## config.mk

```make
export PLATFORM = sky130hd
export DESIGN_NAME = dst_addr_filter
export DESIGN_NICKNAME = d
export VERILOG_FILES = /design/src/rtl/daf_pkg.sv /design/src/rtl/daf_regs.sv /design/src/rtl/daf_capture.sv /design/src/rtl/daf_match.sv /design/src/rtl/dst_addr_filter.sv
export SDC_FILE = /design/constraint.sdc
export NUM_CORES = 2
export LEC_CHECK = 0
export ABC_CLOCK_PERIOD_IN_PS = 2600
export BUFFER_PORTS_ARGS = -buffer_cell sky130_fd_sc_hd__buf_2
export CAP_MARGIN = 20
export CORE_UTILIZATION = 30
export CTS_BUF_LIST = sky130_fd_sc_hd__clkbuf_16
export DETAILED_ROUTE_END_ITERATION = 10
export PLACE_DENSITY = 0.41
export SETUP_SLACK_MARGIN = 0.3
export SLEW_MARGIN = 20
export SYNTH_ARGS = -nofsm -noshare
export SYNTH_HDL_FRONTEND = slang
export SYNTH_SLANG_ARGS = --single-unit
```

## constraint.sdc

```tcl
create_clock -name clk -period 2.6 [get_ports clk]
set_clock_uncertainty 0.15 [all_clocks]
set_input_delay 0 -clock clk [delete_from_list [all_inputs] [get_ports clk]]
set_output_delay 0 -clock clk [all_outputs]
set_load 0.01 [all_outputs]
```

## src/rtl/daf_pkg.sv

```systemverilog
package daf_pkg;
   localparam int MAC_BYTES = 6;
   localparam int MAC_W     = 8 * MAC_BYTES;
   typedef logic [MAC_W-1:0] mac_t;
endpackage

```

## src/rtl/daf_regs.sv

```systemverilog
module daf_regs
   import daf_pkg::*;
#(
   parameter int NUM = 17,
   parameter int AW  = 8
) (
   input  logic                 clk,
   input  logic                 rst_n,
   input  logic                 cfg_we,
   input  logic [AW-1:0]        cfg_addr,
   input  logic [31:0]          cfg_wdata,
   input  logic                 frame_start,
   output mac_t [NUM-1:0]       act_tbl,
   output logic [NUM-1:0]       act_mask,
   output logic [NUM-1:0]       act_en
);
   localparam int IW = AW - 2;

   logic [IW-1:0]  widx;
   logic           wr_ok;
   logic [NUM-1:0] stg_mask;
   mac_t [NUM-1:0] stg_tbl;

   assign widx  = cfg_addr[AW-1:2];
   assign wr_ok = cfg_we && (cfg_addr[1:0] == 2'b00);

   always_ff @(posedge clk) begin
      if (!rst_n)
         stg_mask <= '0;
      else if (wr_ok && widx == '0)
         stg_mask <= cfg_wdata[NUM-1:0];
   end

   for (genvar g = 0; g < NUM; g++) begin : g_ent
      logic [15:0] hi_q;
      logic [31:0] lo_q;
      always_ff @(posedge clk) begin
         if (!rst_n) begin
            hi_q <= '0;
            lo_q <= '0;
         end else begin
            if (wr_ok && widx == IW'(2 * g + 1))
               hi_q <= cfg_wdata[15:0];
            if (wr_ok && widx == IW'(2 * g + 2))
               lo_q <= cfg_wdata;
         end
      end
      assign stg_tbl[g] = {hi_q, lo_q};
      assign act_en[g]  = act_mask[NUM-1-g];
   end

   always_ff @(posedge clk) begin
      if (!rst_n) begin
         act_tbl  <= '0;
         act_mask <= '0;
      end else if (frame_start) begin
         act_tbl  <= stg_tbl;
         act_mask <= stg_mask;
      end
   end


   table_hold_chk: assert property (@(posedge clk) disable iff (!rst_n)
      !frame_start |=> ($stable(act_tbl) && $stable(act_mask)));
endmodule

```

## src/rtl/daf_capture.sv

```systemverilog
module daf_capture
   import daf_pkg::*;
(
   input  logic       clk,
   input  logic       rst_n,
   input  logic       rx_valid,
   input  logic       rx_sof,
   input  logic       rx_eof,
   input  logic [7:0] rx_data,
   output mac_t       da_full,
   output logic       sixth_byte,
   output logic       short_end,
   output logic       frame_start,
   output logic       cap_idle
);
   localparam int CW = $clog2(MAC_BYTES + 1);
   localparam logic [CW-1:0] IDLE = CW'(MAC_BYTES);
   localparam logic [CW-1:0] LAST = CW'(MAC_BYTES - 1);

   logic [CW-1:0]        cnt_q;
   logic [CW-1:0]        idx;
   logic                 live;
   logic [MAC_W-9:0]     shreg_q;

   assign frame_start = rx_valid && rx_sof;
   assign idx         = rx_sof ? '0 : cnt_q;
   assign live        = rx_valid && (rx_sof || cnt_q < IDLE);
   assign sixth_byte  = live && idx == LAST;
   assign short_end   = live && rx_eof && idx < LAST;
   assign da_full     = {shreg_q, rx_data};
   assign cap_idle    = cnt_q == IDLE;

   always_ff @(posedge clk) begin
      if (!rst_n) begin
         cnt_q   <= IDLE;
         shreg_q <= '0;
      end else if (live) begin
         shreg_q <= {shreg_q[MAC_W-17:0], rx_data};
         cnt_q   <= (rx_eof || idx == LAST) ? IDLE : idx + 1'b1;
      end
   end
endmodule

```

## src/rtl/daf_match.sv

```systemverilog
module daf_match
   import daf_pkg::*;
#(
   parameter int NUM = 17
) (
   input  mac_t           da,
   input  mac_t [NUM-1:0] tbl,
   input  logic [NUM-1:0] en,
   output logic           hit
);
   logic [NUM-1:0] eq;

   for (genvar g = 0; g < NUM; g++) begin : g_cmp
      assign eq[g] = en[g] && (tbl[g] == da);
   end

   assign hit = |eq;
endmodule

```

## src/rtl/dst_addr_filter.sv

```systemverilog
module dst_addr_filter
   import daf_pkg::*;
#(
   parameter int NUM_ENTRIES = 17,
   parameter int CFG_AW      = 8
) (
   input  logic              clk,
   input  logic              rst_n,
   input  logic              cfg_we,
   input  logic [CFG_AW-1:0] cfg_addr,
   input  logic [31:0]       cfg_wdata,
   input  logic              promisc,
   input  logic              rx_valid,
   input  logic              rx_sof,
   input  logic              rx_eof,
   input  logic [7:0]        rx_data,
   output logic              dec_valid,
   output logic              dec_accept
);
   if (NUM_ENTRIES < 1 || NUM_ENTRIES > 32) begin : g_bad_num
      $error("NUM_ENTRIES must lie in 1..32");
   end
   if ((1 << CFG_AW) < 4 * (2 * NUM_ENTRIES + 1)) begin : g_bad_aw
      $error("CFG_AW too narrow for the register map");
   end

   mac_t                   da_full;
   logic                   sixth_byte, short_end, frame_start, cap_idle;
   mac_t [NUM_ENTRIES-1:0] act_tbl;
   logic [NUM_ENTRIES-1:0] act_mask, act_en;
   logic                   hit;

   daf_capture u_cap (
      .clk(clk), .rst_n(rst_n), .rx_valid(rx_valid), .rx_sof(rx_sof),
      .rx_eof(rx_eof), .rx_data(rx_data), .da_full(da_full),
      .sixth_byte(sixth_byte), .short_end(short_end),
      .frame_start(frame_start), .cap_idle(cap_idle));

   daf_regs #(.NUM(NUM_ENTRIES), .AW(CFG_AW)) u_regs (
      .clk(clk), .rst_n(rst_n), .cfg_we(cfg_we), .cfg_addr(cfg_addr),
      .cfg_wdata(cfg_wdata), .frame_start(frame_start),
      .act_tbl(act_tbl), .act_mask(act_mask), .act_en(act_en));

   daf_match #(.NUM(NUM_ENTRIES)) u_match (
      .da(da_full), .tbl(act_tbl), .en(act_en), .hit(hit));

   always_ff @(posedge clk) begin
      if (!rst_n) begin
         dec_valid  <= 1'b0;
         dec_accept <= 1'b0;
      end else begin
         dec_valid  <= sixth_byte || short_end;
         dec_accept <= sixth_byte && (promisc || hit);
      end
   end


   promisc_accept_chk: assert property (@(posedge clk) disable iff (!rst_n)
      (sixth_byte && promisc) |=> (dec_valid && dec_accept));

   short_drop_chk: assert property (@(posedge clk) disable iff (!rst_n)
      short_end |=> (dec_valid && !dec_accept));

   idle_quiet_chk: assert property (@(posedge clk) disable iff (!rst_n)
      (cap_idle && !frame_start) |=> !dec_valid);

   mask_zero_chk: assert property (@(posedge clk) disable iff (!rst_n)
      (sixth_byte && !promisc && act_mask == '0) |=> !dec_accept);
endmodule

```

# Yosys cells after proc, flatten, opt, wreduce, memory -nomap -nowiden
# Index checks and enable logic that the tools add are counted.
# Widths: inputs -> output; s select.
dict set report classes {
  add_sub_neg 1
  order_cmp 2
  n_eq_ne 52
  mux 2
  reduce_logical 66
}
# operator count
set op_table {}
lappend op_table {{$eq 48x48->1} 17}
lappend op_table {{$eq 6x5->1 const B} 16}
lappend op_table {{$logic_and 1x1->1} 59}
lappend op_table {{$eq 6x4->1 const B} 8}
lappend op_table {{$eq 6x3->1 const B} 4}
lappend op_table {{$eq 6x6->1 const B} 3}
lappend op_table {{$reduce_or 17->1} 1}
lappend op_table {{$eq 6x2->1 const B} 2}
lappend op_table {{$eq 6x1->1 const B} 1}
lappend op_table {{$logic_not 6->1} 1}
lappend op_table {{$lt 3x3->1 const B} 2}
lappend op_table {{$mux 3} 2}
lappend op_table {{$logic_or 1x1->1} 4}
lappend op_table {{$add 3x1->3 const B} 1}
lappend op_table {{$eq 3x3->1 const B} 1}
lappend op_table {{$logic_not 2->1} 1}
dict set report word_totals {
  ff_bits 1711
  in_bits 55
  output_inout_bits 2
  wordCells 180
}

# Depth between registers and ports, before layout
dict set report logic_depth {
  ltp_word 6
  ltp_mapped 9
  depth_no_buf 8
}

# By module
# A second synthesis with hierarchy kept.
dict set report unflattened {
  hier_cells 6980
  hier_area_um2 72600.9
}
# module instances cells_per_inst area_per_inst_um2 seq_area_each_um2
set modules_own_cells {}
lappend modules_own_cells {daf_regs 1 5537 61137.4 33352.0}
lappend modules_own_cells {daf_match 1 1261 9572.9 0.0}
lappend modules_own_cells {daf_capture 1 178 1833.0 860.8}
lappend modules_own_cells {dst_addr_filter 1 4 57.6 40.0}

# Worst setup path after synthesis
# No wires, ideal clock.
dict set report synth_path {
  path_type {register to register}
  start {reg u_cap.shreg_q[26]}
  end {reg dec_accept}
  setup_time_ns 0.070
  t_arrival_ns 1.864
  path_slack_ns 0.516
  path_stages_with_launch 10
  path_buffers 2
  period_less_slack_ns 2.084
  path_cell_list {dfxtp_1 -> buf_2 -> buf_2 -> xnor2_1 -> nand4_1 -> nor4_1 -> nand4_1 -> o41ai_1 -> nor4_1 -> a21oi_1}
}
dict set report synth_via {
  elab_chain_len 5
}
# element line_no
set synth_lines {}
lappend synth_lines {{from (decl)} daf_capture.sv:23} ;# logic [MAC_W-9:0] shreg_q;
lappend synth_lines {{from (signal assigned)} daf_capture.sv:38} ;# shreg_q <= {shreg_q[MAC_W-17:0], rx_data};
lappend synth_lines {{$eq 48x48->1} daf_match.sv:14} ;# assign eq[g] = en[g] && (tbl[g] == da);
lappend synth_lines {{$logic_and 1x1->1} daf_match.sv:14}
lappend synth_lines {{$reduce_or 17->1 *} daf_match.sv:17} ;# assign hit = |eq;
lappend synth_lines {{$logic_or 1x1->1 *} dst_addr_filter.sv:53} ;# dec_accept <= sixth_byte && (promisc || hit);
lappend synth_lines {{$logic_and 1x1->1 *} dst_addr_filter.sv:53}
lappend synth_lines {{to (signal assigned)} dst_addr_filter.sv:53}
lappend synth_lines {{to (decl)} dst_addr_filter.sv:18} ;# output logic dec_accept
# Mark *: on every way between the ends. The rest lies on a longest branch, timed or not.
# A chain may end at the register's enable or synchronous reset.

# Worst setup path after layout
dict set report layout_path {
  start {reg u_cap.shreg_q[38]}
  end {reg dec_accept}
}
# Same word-level chain as after synthesis.

==> metrics.yaml <==
yosys:
  synth.distinct_cells: 57
  synth_largest_area_cell: "dfxtp_1"
  synth.net_count: 8903
  synth_cells: 8846
  synthArstFlopShare: 0
  seq_area_frac_synth: 0.471
  synth_top_flop_cell: "dfxtp_1"
  synth.avg_cell_area_um2: 8.23
  synth_top_area_frac: 0.471
  synth_edf_count: 0
  synth-warning-count: 0
  synth-seq-cells: 1711
  ys_top_cells_by_area: "dfxtp_1 47%, nand2_1 17%, a21boi_0 13%, xor2_1 5.6%, a21boi_1 4.5%"
  syn_area_mm2: 0.0728
finish:
  fin_util: 0.372
  nets: 9160
  n_fill_cell: 24546
  syn_to_final_growth_pct: 23.1
  drive_gt1_frac: 0.120
  final_cells: 12454
clocking:
  cts_tree: "yes"
  clockBufferDepth: 3
  clk_pin_slew_worst_paths_ns: 0.06
  clock_sinks: 1711
  worst_skew_pair.late_latency_ns: 0.87
  htree_num_levels: 4
  cts_root_buffer: "clkbuf_16"
  cts_made_buffers: 199
die:
  die_x_um: 495
  rows: 180
  die_area_mm2: 0.245
  ioPinCount: 57
  die-height_um: 495
  core_area_mm2: 0.241
  start_util: 0.302
grt:
  gr-total-overflow: 0
  grt_pass1_vias: 58603
  antenna_found_initial: 25
  grt_use_total: 0.293
  grt_pass1_wl_mm: 497
  grt_max_degree: 184
place:
  pre_cts_slack_ns: -0.665
  gp_congestion: 0.960
  dp.final_hpwl_mm: 241
  io_buffers: 56
  dp_cells: 11973
outcome:
  violations: "setup timing"
  status: "finished, violations left"
worst_setup_path:
  slowest_stage: "nor4_1"
  crit_type: "reg -> reg"
  path_max_fanout: 7
  critPathLaunchType: "flip-flop"
  cp.required_ns: 3.26
  crit_top_cell: "buf_4"
  path_buf_inv: 4
  arrival_ns: 3.43
  critPathTopFamily: "simple AND/OR/NAND/NOR gates"
  max_stage_delay_ns: 0.48
  cp-end-kind: "flip-flop"
  cp_cell_sequence: "buf_12, buf_4, xor2_1, nor4_1, nand4_1, nor4_2, buf_4, a2111oi_4, buf_4, nor4b_4, a21oi_1"
timing:
  tightest_slew_ns: 1.10
  timing.final.ws_setup_ns: -0.171
  setup_viol: 1
  hold_viol: 0
  rsz0062_at_grt: "yes"
  period_share: 1.07
  whs_ns: 0.0521
  finalMaxSlewViolations: 0
  min_period_ns: 2.77
  slew_headroom: 0.266
  fmax_mhz: 361
route:
  drc_errors: 0
  antenna_left: 0
  avgViaCountPerCell: 5.09
  drt-pass1-iter-count: 6
  drt_wl_total_mm: 365
  drt_iter0_markers: 6274
  via_count: 63416
  wl_per_cell_um: 29.3
power_and_ir_drop:
  leakagePower_uw: 0.0323
  ir_drop_mv: 0.611
  pwr_density_cell_mw_per_mm2: 644
worst_hold_path:
  hp-class: "in -> reg"
run:
  maxCapViolations: 0
## per-stage QoR
stage | total power, uW | cell area, um^2 | TNS [ns]
floorplan | 28500 | 72800 | 0
global placement | 30800 | 81400 | -0.722
detailed placement | 30700 | 81400 | -0.850
CTS | 58200 | 89100 | -0.206
global route | 59300 | 89600 | -0.155
finish | 57700 | 89600 | -0.171
## worst register-to-register path, delay by kind of cell (launching register included)
| family | cells | cell delay [ns] |
|---|---|---|
| xor+xnor | 1 | 0.19 |
| compound gates | 2 | 0.20 |
| flops | 1 | 0.34 |
| buf+inv | 4 | 0.71 |
| simple gates | 4 | 1.11 |
## Yosys cell counts (3+ instances only)
cell type / count
nand2_1: 3391
dfxtp_1: 1711
a21boi_0: 1255
clkbuf_1: 547
xor2_1: 466
a21boi_1: 437
xnor2_1: 285
buf_2: 176
nor4_1: 132
nand4_1: 89
nand3_1: 57
inv_1: 45
nor2b_1: 23
nor3_1: 22
nor2_1: 20
o22ai_1: 19
mux2i_1: 16
buf_4: 14
and2_1: 12
nand2b_1: 12
o21ai_0: 11
buf_1: 9
a22o_1: 8
or2_1: 8
a221oi_1: 7
nor2_2: 7
a21oi_1: 5
o2bb2ai_1: 5
or3_1: 5
o221ai_1: 4
a222oi_1: 3
nor3_2: 3
o2111ai_1: 3
or4_1: 3
## report_power, final
part | leakage, uW | internal (uW) | switching, uW
Clock | 0.00325 | 15200 | 12100
Sequential | 0.0138 | 26200 | 29.6
Combinational | 0.0152 | 1310 | 2790
## logic make-up (layout without fill, tap and decap cells)
logic type	after synthesis	after routing	synth area share
adder cells (fa/ha/maj)	2	2	0.000344
XOR/XNOR	751	751	0.0904
other	0	6	0
buffers and inverters	791	1208	0.0445
AND/OR/NAND/NOR	3803	3803	0.209
AO/OA/AOI/OAI	1771	1771	0.183
multiplexers	17	17	0.00236
flip-flops	1711	1711	0.471
## metal layers
metal,vias to the layer above,wire length (um),GRT usage,part of all wire
met1,31725,163000,0.400,0.45
met3,513,21100,0.0363,0.058
met4,6,14800,0.104,0.041
met2,2052,166000,0.471,0.46
met5,-,45,0,0.00012
li1,29120,-,-,-
## area by class of cell
type,instances,area (um^2),area share
multi-input cells,6344,36000,0.402
flip-flops and latches,1711,34300,0.383
repair buffers,802,8880,0.0991
clock buffers,201,5030,0.0561
well taps,3185,3990,0.0445
clock inverters,160,1220,0.0136
inverters,45,169,0.00188
diodes,6,15.0,0.000168
## cell usage in the layout, fill, tap and decap left out, drive strengths merged, types with 3 or more instances in the layout
| cell type | Yosys | layout |
|---|---|---|
| nor3b | 4 | 4 |
| and2 | 14 | 14 |
| nand3 | 57 | 57 |
| or3 | 5 | 5 |
| o2111ai | 3 | 3 |
| mux2i | 16 | 16 |
| dfxtp | 1711 | 1711 |
| or4 | 3 | 3 |
| o2bb2ai | 5 | 5 |
| bufinv | 0 | 12 |
| diode | 0 | 6 |
| dlygate4sd3 | 0 | 76 |
| inv | 45 | 107 |
| a221oi | 7 | 7 |
| dlymetal6s4s | 0 | 9 |
| xor2 | 466 | 466 |
| clkinv | 0 | 81 |
| clkbuf | 547 | 203 |
| a22o | 8 | 8 |
| clkinvlp | 0 | 5 |
| nand2b | 12 | 12 |
| nor2b | 23 | 23 |
| buf | 199 | 714 |
| a21oi | 5 | 5 |
| o221ai | 4 | 4 |
| a222oi | 3 | 3 |
| o22ai | 19 | 19 |
| or2 | 9 | 9 |
| nor2 | 27 | 27 |
| xnor2 | 285 | 285 |
| a21boi | 1692 | 1692 |
| nor4 | 132 | 132 |
| nand2 | 3392 | 3392 |
| o21ai | 11 | 11 |
| nand4 | 89 | 89 |
| nor3 | 26 | 26 |
## timing repair
item / in CTS / in global routing
gates cloned: 0 / 1
hold buffers: 89 / 1
resized for setup: 77 / 73
pin swaps: 28 / 33
setup buffers: 10 / 13
setup endpoints to repair: 1 / 101
hold endpoints to repair: 1709 / 6
## final timing paths
kind | end | depth (start not counted) | startpoint | slack, ns
worst min register to register | u_regs.act_tbl[373]$_SDFFE_PN0P_ | 2 | u_regs.g_ent[7].hi_q[5]$_SDFFE_PN0P_ | 0.27
worst max-delay path | dec_accept$_SDFF_PN0_ | 11 | u_cap.shreg_q[38]$_SDFFE_PN0P_ | -0.17
worst min-delay path | u_regs.g_ent[11].lo_q[14]$_SDFFE_PN0P_ | 5 | cfg_wdata[14] | 0.05
worst max register to register | dec_accept$_SDFF_PN0_ | 11 | u_cap.shreg_q[38]$_SDFFE_PN0P_ | -0.17
## state kept, by name (all words and copies together) (netlist names)
register	flops
u_regs.act_tbl	816
u_regs.stg_mask	17
dec_accept	1
u_regs.g_ent.lo_q	544
u_regs.g_ent.hi_q	272
u_cap.cnt_q	3
dec_valid	1
u_cap.shreg_q	40
u_regs.act_mask	17
No activity file was read; power rests on OpenSTA's default activity.
